[config.mk]
export PLATFORM = sky130hd
export DESIGN_NAME = pwr_mode_seq
export DESIGN_NICKNAME = d
export VERILOG_FILES = /design/src/rtl/pwr_mode_pkg.sv /design/src/rtl/sr_edge_sync.sv /design/src/rtl/pmode_fsm.sv /design/src/rtl/pin_table.sv /design/src/rtl/pwr_mode_seq.sv
export SDC_FILE = /design/constraint.sdc
export NUM_CORES = 1
export LEC_CHECK = 0
export ABC_AREA = 0
export CORE_MARGIN = 2
export CORE_UTILIZATION = 55
export DETAILED_ROUTE_END_ITERATION = 7
export GPL_TIMING_DRIVEN = 0
export PLACE_DENSITY = 0.8
export SYNTH_ARGS = -nofsm -noshare
export SYNTH_HDL_FRONTEND = slang
export SYNTH_SLANG_ARGS = --single-unit
[constraint.sdc]
create_clock -name clk -period 2.85 [get_ports clk]
set_input_delay 0.4275 -clock clk [delete_from_list [all_inputs] [get_ports clk]]
set_output_delay 0.4275 -clock clk [all_outputs]
set_load 0.03 [all_outputs]
[src/rtl/pwr_mode_pkg.sv]
package pwr_mode_pkg;
  localparam int NUM_MODES = 6;
  localparam int MODE_W    = 3;
  localparam int REQ_W     = 2;

  typedef enum logic [MODE_W-1:0] {
    M_HSPLL = 3'd0,
    M_LSPLL = 3'd1,
    M_DOZE  = 3'd2,
    M_SLEEP = 3'd3,
    M_SUSP  = 3'd4,
    M_OFF   = 3'd5
  } pmode_e;

  localparam logic [REQ_W-1:0] REQ_SUSP = 2'b00;
  localparam logic [REQ_W-1:0] REQ_OFF  = 2'b01;
endpackage

[src/rtl/sr_edge_sync.sv]
module sr_edge_sync #(
  parameter int STAGES = 2
) (
  input  logic clk,
  input  logic rst_n,
  input  logic async_i,
  output logic rise_o
);
  logic [STAGES-1:0] sync_q;
  logic              prev_q;

  always_ff @(posedge clk) begin
    if (!rst_n) sync_q[0] <= 1'b0;
    else        sync_q[0] <= async_i;
  end

  genvar g;
  generate
    for (g = 1; g < STAGES; g++) begin : g_stage
      always_ff @(posedge clk) begin
        if (!rst_n) sync_q[g] <= 1'b0;
        else        sync_q[g] <= sync_q[g-1];
      end
    end
  endgenerate

  always_ff @(posedge clk) begin
    if (!rst_n) prev_q <= 1'b0;
    else        prev_q <= sync_q[STAGES-1];
  end

  assign rise_o = sync_q[STAGES-1] & ~prev_q;
endmodule

[src/rtl/pmode_fsm.sv]
module pmode_fsm
  import pwr_mode_pkg::*;
(
  input  logic             clk,
  input  logic             rst_n,
  input  logic             rise_i,
  input  logic             tick_i,
  input  logic             req_valid_i,
  input  logic [REQ_W-1:0] req_mode_i,
  output pmode_e           mode_o,
  output logic             chg_o
);
  pmode_e mode_q, mode_d;
  logic   desc_q, desc_d;
  logic   chg_q;

  always_comb begin
    mode_d = mode_q;
    desc_d = desc_q;
    if (rise_i && mode_q >= M_SLEEP) begin
      mode_d = M_HSPLL;
      desc_d = 1'b0;
    end else if (rise_i && !desc_q) begin
      desc_d = 1'b1;
    end else if (desc_q && tick_i) begin
      mode_d = pmode_e'(mode_q + 3'd1);
      if (mode_d == M_SLEEP) desc_d = 1'b0;
    end else if (req_valid_i && mode_q == M_SLEEP) begin
      if (req_mode_i == REQ_SUSP)     mode_d = M_SUSP;
      else if (req_mode_i == REQ_OFF) mode_d = M_OFF;
    end
  end

  always_ff @(posedge clk) begin
    if (!rst_n) begin
      mode_q <= M_HSPLL;
      desc_q <= 1'b0;
      chg_q  <= 1'b0;
    end else begin
      mode_q <= mode_d;
      desc_q <= desc_d;
      chg_q  <= (mode_d != mode_q);
    end
  end

  assign mode_o = mode_q;
  assign chg_o  = chg_q;
endmodule

[src/rtl/pin_table.sv]
module pin_table
  import pwr_mode_pkg::*;
#(
  parameter int               PIN_W      = 4,
  parameter int               ADDR_W     = 3,
  parameter logic [PIN_W-1:0] RESET_PINS = 4'b1000
) (
  input  logic              clk,
  input  logic              rst_n,
  input  logic              we_i,
  input  logic [ADDR_W-1:0] addr_i,
  input  logic [PIN_W-1:0]  wdata_i,
  input  pmode_e            mode_i,
  input  logic              chg_i,
  output logic [PIN_W-1:0]  pins_o
);
  logic [PIN_W-1:0] row_q [NUM_MODES];
  logic [PIN_W-1:0] row_sel;
  logic             ovr_q;

  genvar g;
  generate
    for (g = 0; g < NUM_MODES; g++) begin : g_row
      always_ff @(posedge clk) begin
        if (!rst_n)                                     row_q[g] <= '0;
        else if (we_i && addr_i == ADDR_W'(g))          row_q[g] <= wdata_i;
      end
    end
  endgenerate

  always_ff @(posedge clk) begin
    if (!rst_n)            ovr_q <= 1'b1;
    else if (we_i || chg_i) ovr_q <= 1'b0;
  end

  always_comb begin
    row_sel = '0;
    for (int i = 0; i < NUM_MODES; i++)
      if (mode_i == pmode_e'(i)) row_sel = row_q[i];
  end

  assign pins_o = (ovr_q && !chg_i) ? RESET_PINS : row_sel;
endmodule

[src/rtl/pwr_mode_seq.sv]
module pwr_mode_seq
  import pwr_mode_pkg::*;
#(
  parameter int               PIN_W      = 4,
  parameter int               SYNC_STG   = 2,
  parameter logic [PIN_W-1:0] RESET_PINS = 4'b1000,
  localparam int              ADDR_W     = $clog2(NUM_MODES)
) (
  input  logic              clk,
  input  logic              rst_n,
  input  logic              sus_res_i,
  input  logic              refresh_tick_i,
  input  logic              cfg_we_i,
  input  logic [ADDR_W-1:0] cfg_addr_i,
  input  logic [PIN_W-1:0]  cfg_wdata_i,
  input  logic              req_valid_i,
  input  logic [REQ_W-1:0]  req_mode_i,
  output logic [PIN_W-1:0]  pwr_pins_o,
  output logic [MODE_W-1:0] mode_o,
  output logic              mode_chg_o
);
  logic   rise;
  pmode_e mode;
  logic   chg;

  sr_edge_sync #(.STAGES(SYNC_STG)) u_sync (
    .clk(clk), .rst_n(rst_n), .async_i(sus_res_i), .rise_o(rise)
  );

  pmode_fsm u_fsm (
    .clk(clk), .rst_n(rst_n), .rise_i(rise), .tick_i(refresh_tick_i),
    .req_valid_i(req_valid_i), .req_mode_i(req_mode_i),
    .mode_o(mode), .chg_o(chg)
  );

  pin_table #(.PIN_W(PIN_W), .ADDR_W(ADDR_W), .RESET_PINS(RESET_PINS)) u_tbl (
    .clk(clk), .rst_n(rst_n), .we_i(cfg_we_i), .addr_i(cfg_addr_i),
    .wdata_i(cfg_wdata_i), .mode_i(mode), .chg_i(chg), .pins_o(pwr_pins_o)
  );

  assign mode_o     = mode;
  assign mode_chg_o = chg;
endmodule

==> out/qor.yml, run 1 <==
status:
  status: "finished, final reports clean"
final_layout:
  diodes: 0
  seq_area_um2: 907
  nNetsFinal: 214
  fillCellCount: 248
  layout-drive-gt1-share: 0.144
  finish.utilization: 0.683
  multi_input_area_um2: 781
  area_delta_synth_final_pct: 18.4
global_routing:
  grt_max_degree: 11
  overflow: 0
  grt_pass1_vias: 1323
  antenna_found_initial: 0
  grt_pass1_wl_mm: 5.85
  grt.total_usage: 0.228
timing:
  tightest_slew_ns: 0.615
  slew_headroom: 0.587
  drv_slew: 0
  fmax_ghz: 0.367
  finalSetupTns_ns: 0
  setup_viol: 0
  finClkSkew_ns: 0.000993
  fin_crit_sh: 0.955
  finalHoldViolations: 0
  whs_ns: 0.448
  fin_crit_ns: 2.72
  rsz0062_at_grt: "false"
die:
  die_w_um: 60.3
  core-area_mm2: 0.00303
  io_pins: 23
  dieArea_mm2: 0.00364
  die_y_um: 60.3
  initial_core_util: 0.576
  rows: 20
cts:
  cts_root_buffer: "clkbuf_4"
  path_clk_slew_ns: 0.10
  clock_path_buffers: 2
  cts_htree_levels: 2
  cts_tree: "built"
  numCtsBuffers: 5
  hold_buffers: 0
  cts_setup_buffers: 0
  cts_sinks: 33
  clkLatencyLatePin_ns: 0.33
placed_design:
  place.detailed.hpwl_mm: 2.70
  place_congestion: 0.876
  io_buffers: 22
synth:
  synth_top_area_frac: 0.413
  synth.distinct_cells: 41
  avgSynthCellArea_um2: 10.6
  syn-num-nets: 185
  yosys-top-cells-area: "edfxtp_1 (41%), dfxtp_1 (10%), and2_1 (10%)"
  synthCells: 165
  synth_warnings: 0
  ys_seq_area_frac: 0.516
  yosys.area.top_type: "edfxtp_1"
  synth-seq-cells: 33
  synth-edff-count: 24
  ys_async_sr_fraction: 0
  synthFlopType: "edfxtp_1"
  syn_area_mm2: 0.00175
route:
  post_drt_wl_per_cell_um: 14.7
  num_vias: 1324
  drc: 0
  routed_wl_mm: 3.50
  first_pass_iters: 4
  viasPerCell: 5.56
  first_iter_violations: 77
  antenna_left: 0
critical_path:
  r2r_slack_ns: 0.96
  critical_path_class: "reg2out"
  path_max_fanout: 10
  end_kind: "output port"
  worstSetupStartpointType: "flop"
  crit_required_ns: 2.42
  crit_arrival_ns: 2.29
pwr:
  p_leak_nw: 0.744
  p_per_area_mw_per_mm2: 446
  irDropWorstVdd_uv: 371
hold_path:
  worstHoldPathType: "reg2reg"
flow_run:
  cap_viol_max_count: 0
-- per-layer routing --
layer / up-vias / part of all wire / track usage
li1: 655 / - / -
met1: 613 / 0.42 / 0.261
met2: 41 / 0.49 / 0.391
met3: 15 / 0.052 / 0.0640
met4: 0 / 0.034 / 0.114
met5: - / 0 / 0
-- stage by stage --
stage / instances / setup slack, ns / instance area, um2 / total power, W
after global placement: 231 / -0.0864 / 2020 / 0.000691
after CTS: 238 / -0.0124 / 2080 / 0.000927
after detailed placement: 231 / -0.137 / 2020 / 0.000695
final: 238 / 0.129 / 2070 / 0.000921
after floorplan: 165 / 0.225 / 1750 / 0.000634
after global routing: 238 / 0.00258 / 2070 / 0.000957
-- final timing paths --
| path | startpoint | end | cells after the start |
|---|---|---|---|
| min | u_sync.sync_q[0] | u_sync.sync_q[1] | 1 |
| max reg2reg | u_fsm.mode_o[0] | u_fsm.chg_o | 7 |
| min reg2reg | u_sync.sync_q[0] | u_sync.sync_q[1] | 1 |
| max | u_fsm.mode_o[1] | pwr_pins_o[0] | 8 |
-- cell type report --
class                           instances  area share
Clock inverter                          2     0.00545
Tap cell                               44      0.0266
Sequential cell                        33       0.439
Multi-Input combinational cell        117       0.378
Timing Repair Buffer                   22      0.0999
Inverter                                8      0.0145
Clock buffer                            5      0.0182
Buffer                                  7      0.0188
-- worst max-delay path: stages, from the launching register on --
cell and delay, ns:
dfxtp_2 0.39, inv_1 0.09, ha_1 0.21, buf_2 0.18, nand3b_1 0.19, a211oi_2 0.28, o221ai_1 0.18, a31oi_1 0.21
buf_2 0.23
-- cells in the final DEF, fill, tap and decap left out, types with 2 or more instances in the layout --
cell,Yosys,routed
a211oi_1,4,3
a211oi_2,2,3
a21oi_1,2,2
a31o_2,2,2
a31oi_1,2,2
and2_1,28,28
buf_2,4,5
clkbuf_1,2,2
clkbuf_4,0,6
clkdlybuf4s50_1,0,18
dfxtp_1,9,6
dfxtp_2,0,2
edfxtp_1,24,24
ha_1,5,5
inv_1,8,8
nand2_1,14,14
nand2b_1,6,6
nand3_1,5,5
nand3b_1,3,3
nor2_1,6,6
nor2b_1,2,2
nor3_1,4,4
o21ai_0,9,9
o221ai_1,3,3
o31ai_1,2,2
-- state kept, by name, summed over array words and instances, names as in the netlist --
name and flops:
u_fsm.chg_o 1, u_tbl.row_q 24, u_sync.prev_q 1, u_tbl.ovr_q 1
u_sync.sync_q 2, u_fsm.mode_o 3, u_fsm.desc_q 1
-- synthesized netlist by cell type (2+ instances only) --
| master | number |
|---|---|
| inv_1 | 8 |
| o21ai_0 | 9 |
| nor2_1 | 6 |
| nor3_1 | 4 |
| nand3_1 | 5 |
| o31ai_1 | 2 |
| ha_1 | 5 |
| o221ai_1 | 3 |
| a211oi_2 | 2 |
| nand2b_1 | 6 |
| a211oi_1 | 4 |
| and2_1 | 28 |
| edfxtp_1 | 24 |
| nand2_1 | 14 |
| nand3b_1 | 3 |
| a31o_2 | 2 |
| clkbuf_1 | 2 |
| dfxtp_1 | 9 |
| buf_2 | 4 |
| nor2b_1 | 2 |
| a31oi_1 | 2 |
| a21oi_1 | 2 |
-- where the power goes --
part | internal, W | total [W] | switching [W] | leakage [nW]
registers | 0.000542 | 0.000554 | 0.0000125 | 0.307
logic | 0.0000549 | 0.000127 | 0.0000724 | 0.412
clock network | 0.0000884 | 0.000240 | 0.000151 | 0.0247
-- logic make-up (layout without fill, tap and decap cells) --
kind of cell / Yosys count / in the layout / share of synthesized area
mux: 1 / 1 / 0.00573
flops: 33 / 33 / 0.516
buf+inv: 15 / 44 / 0.0394
compound gates: 37 / 37 / 0.161
simple gates: 74 / 74 / 0.242
fa+ha+maj: 5 / 5 / 0.0358
-- what timing repair did --
item,4_1_cts,5_1_grt
hold endpoints to repair,0,0
pin swaps,0,1
setup endpoints to repair,4,4
resized for setup,12,10
No activity file was read; power rests on OpenSTA's default activity.
==> run 2, diff against run 1 <==
--- a/config.mk
+++ b/config.mk
@@ -6,6 +6,7 @@
 export NUM_CORES = 1
 export LEC_CHECK = 0
 export ABC_AREA = 0
+export CORE_ASPECT_RATIO = 2
 export CORE_MARGIN = 2
 export CORE_UTILIZATION = 55
 export DETAILED_ROUTE_END_ITERATION = 7
==> out/qor.yml, run 2 (same netlist as run 1, synthesis figures left out) <==
critical_path:
  critical_path_class: "reg2out"
  r2r_end: "u_fsm.chg_o"
  r2r_slack_ns: 0.82
  slowest_delay_ns: 0.39
  crit_required_ns: 2.42
  cp.depth: 8
  crit_arrival_ns: 2.24
  critPathBufInv: 3
  startpoint: "u_fsm.mode_o[1]"
  reg2reg_depth: 7
  cp_slowest_cell: "dfxtp_2"
  path_common_cell: "buf_2"
  crit_family: "compound AO/OA/AOI/OAI gates"
  r2r_start: "u_fsm.mode_o[2]"
  path_cells: "inv_1 -> ha_1 -> buf_2 -> nand3b_1 -> a211oi_1 -> o221ai_1 -> a31oi_1 -> buf_2"
  path_max_fanout: 10
  end_kind: "output port"
  worstSetupStartpointType: "flop"
pwr:
  p_leak_nw: 0.760
  p_per_area_mw_per_mm2: 486
  irDropWorstVdd_uv: 550
  totalPowerFinal_w: 0.00101
hold_path:
  min_to: "u_sync.sync_q[1]"
  worstHoldPathType: "reg2reg"
  min_path_cells: 1
  min_from: "u_sync.sync_q[0]"
final_layout:
  area_delta_synth_final_pct: 18.9
  largest_reg_flops: 24
  top_register: "u_tbl.row_q"
  layout-drive-gt1-share: 0.133
  layout_commonest_cell: "and2_1"
  nNetsFinal: 214
  diodes: 0
  stdcell_count: 226
  final_cell_mix: "and2_1 (28), edfxtp_1 (24), clkdlybuf4s50_1 (18), nand2_1 (14), o21ai_0 (9)"
global_routing:
  grt_pass1_vias: 1380
  antenna_found_initial: 0
  grt_max_degree: 11
  grt_pass1_wl_mm: 6.43
  grt.total_usage: 0.240
  overflow: 0
die:
  rows: 29
  die_w_um: 43.8
  dieArea_mm2: 0.00367
  core-area_mm2: 0.00308
  io_pins: 23
  initial_core_util: 0.566
  die_y_um: 83.7
placed_design:
  place.detailed.instances: 218
  place_congestion: 0.956
  place.detailed.hpwl_mm: 2.94
  io_buffers: 22
  pre_cts_slack_ns: -0.136
cts:
  cts_htree_levels: 2
  cts_setup_buffers: 0
  cts_tree: "built"
  cts_sinks: 33
  path_clk_slew_ns: 0.07
  clock_path_buffers: 2
  cts_root_buffer: "clkbuf_8"
  numCtsBuffers: 5
  clkLatencyLatePin_ns: 0.28
  hold_buffers: 0
status:
  status: "finished, final reports clean"
timing:
  fin_crit_ns: 2.67
  worst_slack_ns: 0.182
  fmax_ghz: 0.375
  finalHoldViolations: 0
  drv_slew: 0
  tightest_slew_ns: 0.669
  setup_viol: 0
  fin_crit_sh: 0.936
  rsz0062_at_grt: "false"
  finClkSkew_ns: 0.00468
  slew_headroom: 0.550
route:
  post_drt_wl_per_cell_um: 17.0
  first_pass_iters: 4
  first_iter_violations: 56
  num_vias: 1348
  viasPerCell: 5.96
  routed_wl_mm: 3.85
  drc: 0
  antenna_left: 0
flow_run:
  cap_viol_max_count: 0
## run 2: metrics by stage
stage	setup TNS, ns	area [um2]	hold WS (ns)	util
2_1_floorplan	0	1750	0.412	-
4_1_cts	0	2090	0.449	0.677
5_1_grt	0	2070	0.478	0.673
6_report	0	2070	0.445	0.673
3_3_place_gp	-0.0999	2000	0.426	0.650
3_5_place_dp	-0.257	2000	0.433	0.650
## run 2: repair_timing
item | CTS | global route
cloned | 0 | 0
hold endpoints to repair | 0 | 0
gates resized for setup | 11 | 8
endpoints found under the setup margin | 4 | 3
## run 2: cell type report
cell class	instances	area [um2]
fill	255	1010
tap	31	38.8
clock inverter	3	12.5
timing repair buffer	22	204
clock buffer	5	68.8
buffer	7	38.8
multi-input combinational	117	776
inverter	8	30.0
sequential	33	906
## run 2: worst max-delay path by stage
stage	endpoint
finish	pwr_pins_o[0]
detailed placement	pwr_pins_o[1]
global route	pwr_pins_o[0]
CTS	pwr_pins_o[2]
floorplan	pwr_pins_o[1]
global placement	pwr_pins_o[1]
## run 2: where the power goes
part,switching [W],internal (W),leakage [nW]
registers,0.0000117,0.000543,0.307
logic,0.0000752,0.0000535,0.410
clock network,0.000162,0.000164,0.0430
## run 2: metal layers
layer / vias up / share of wire / global-route usage
met5: - / 0 / 0
met4: 0 / 0.021 / 0.0937
met3: 9 / 0.046 / 0.0476
met2: 58 / 0.54 / 0.406
met1: 628 / 0.39 / 0.287
li1: 653 / - / -
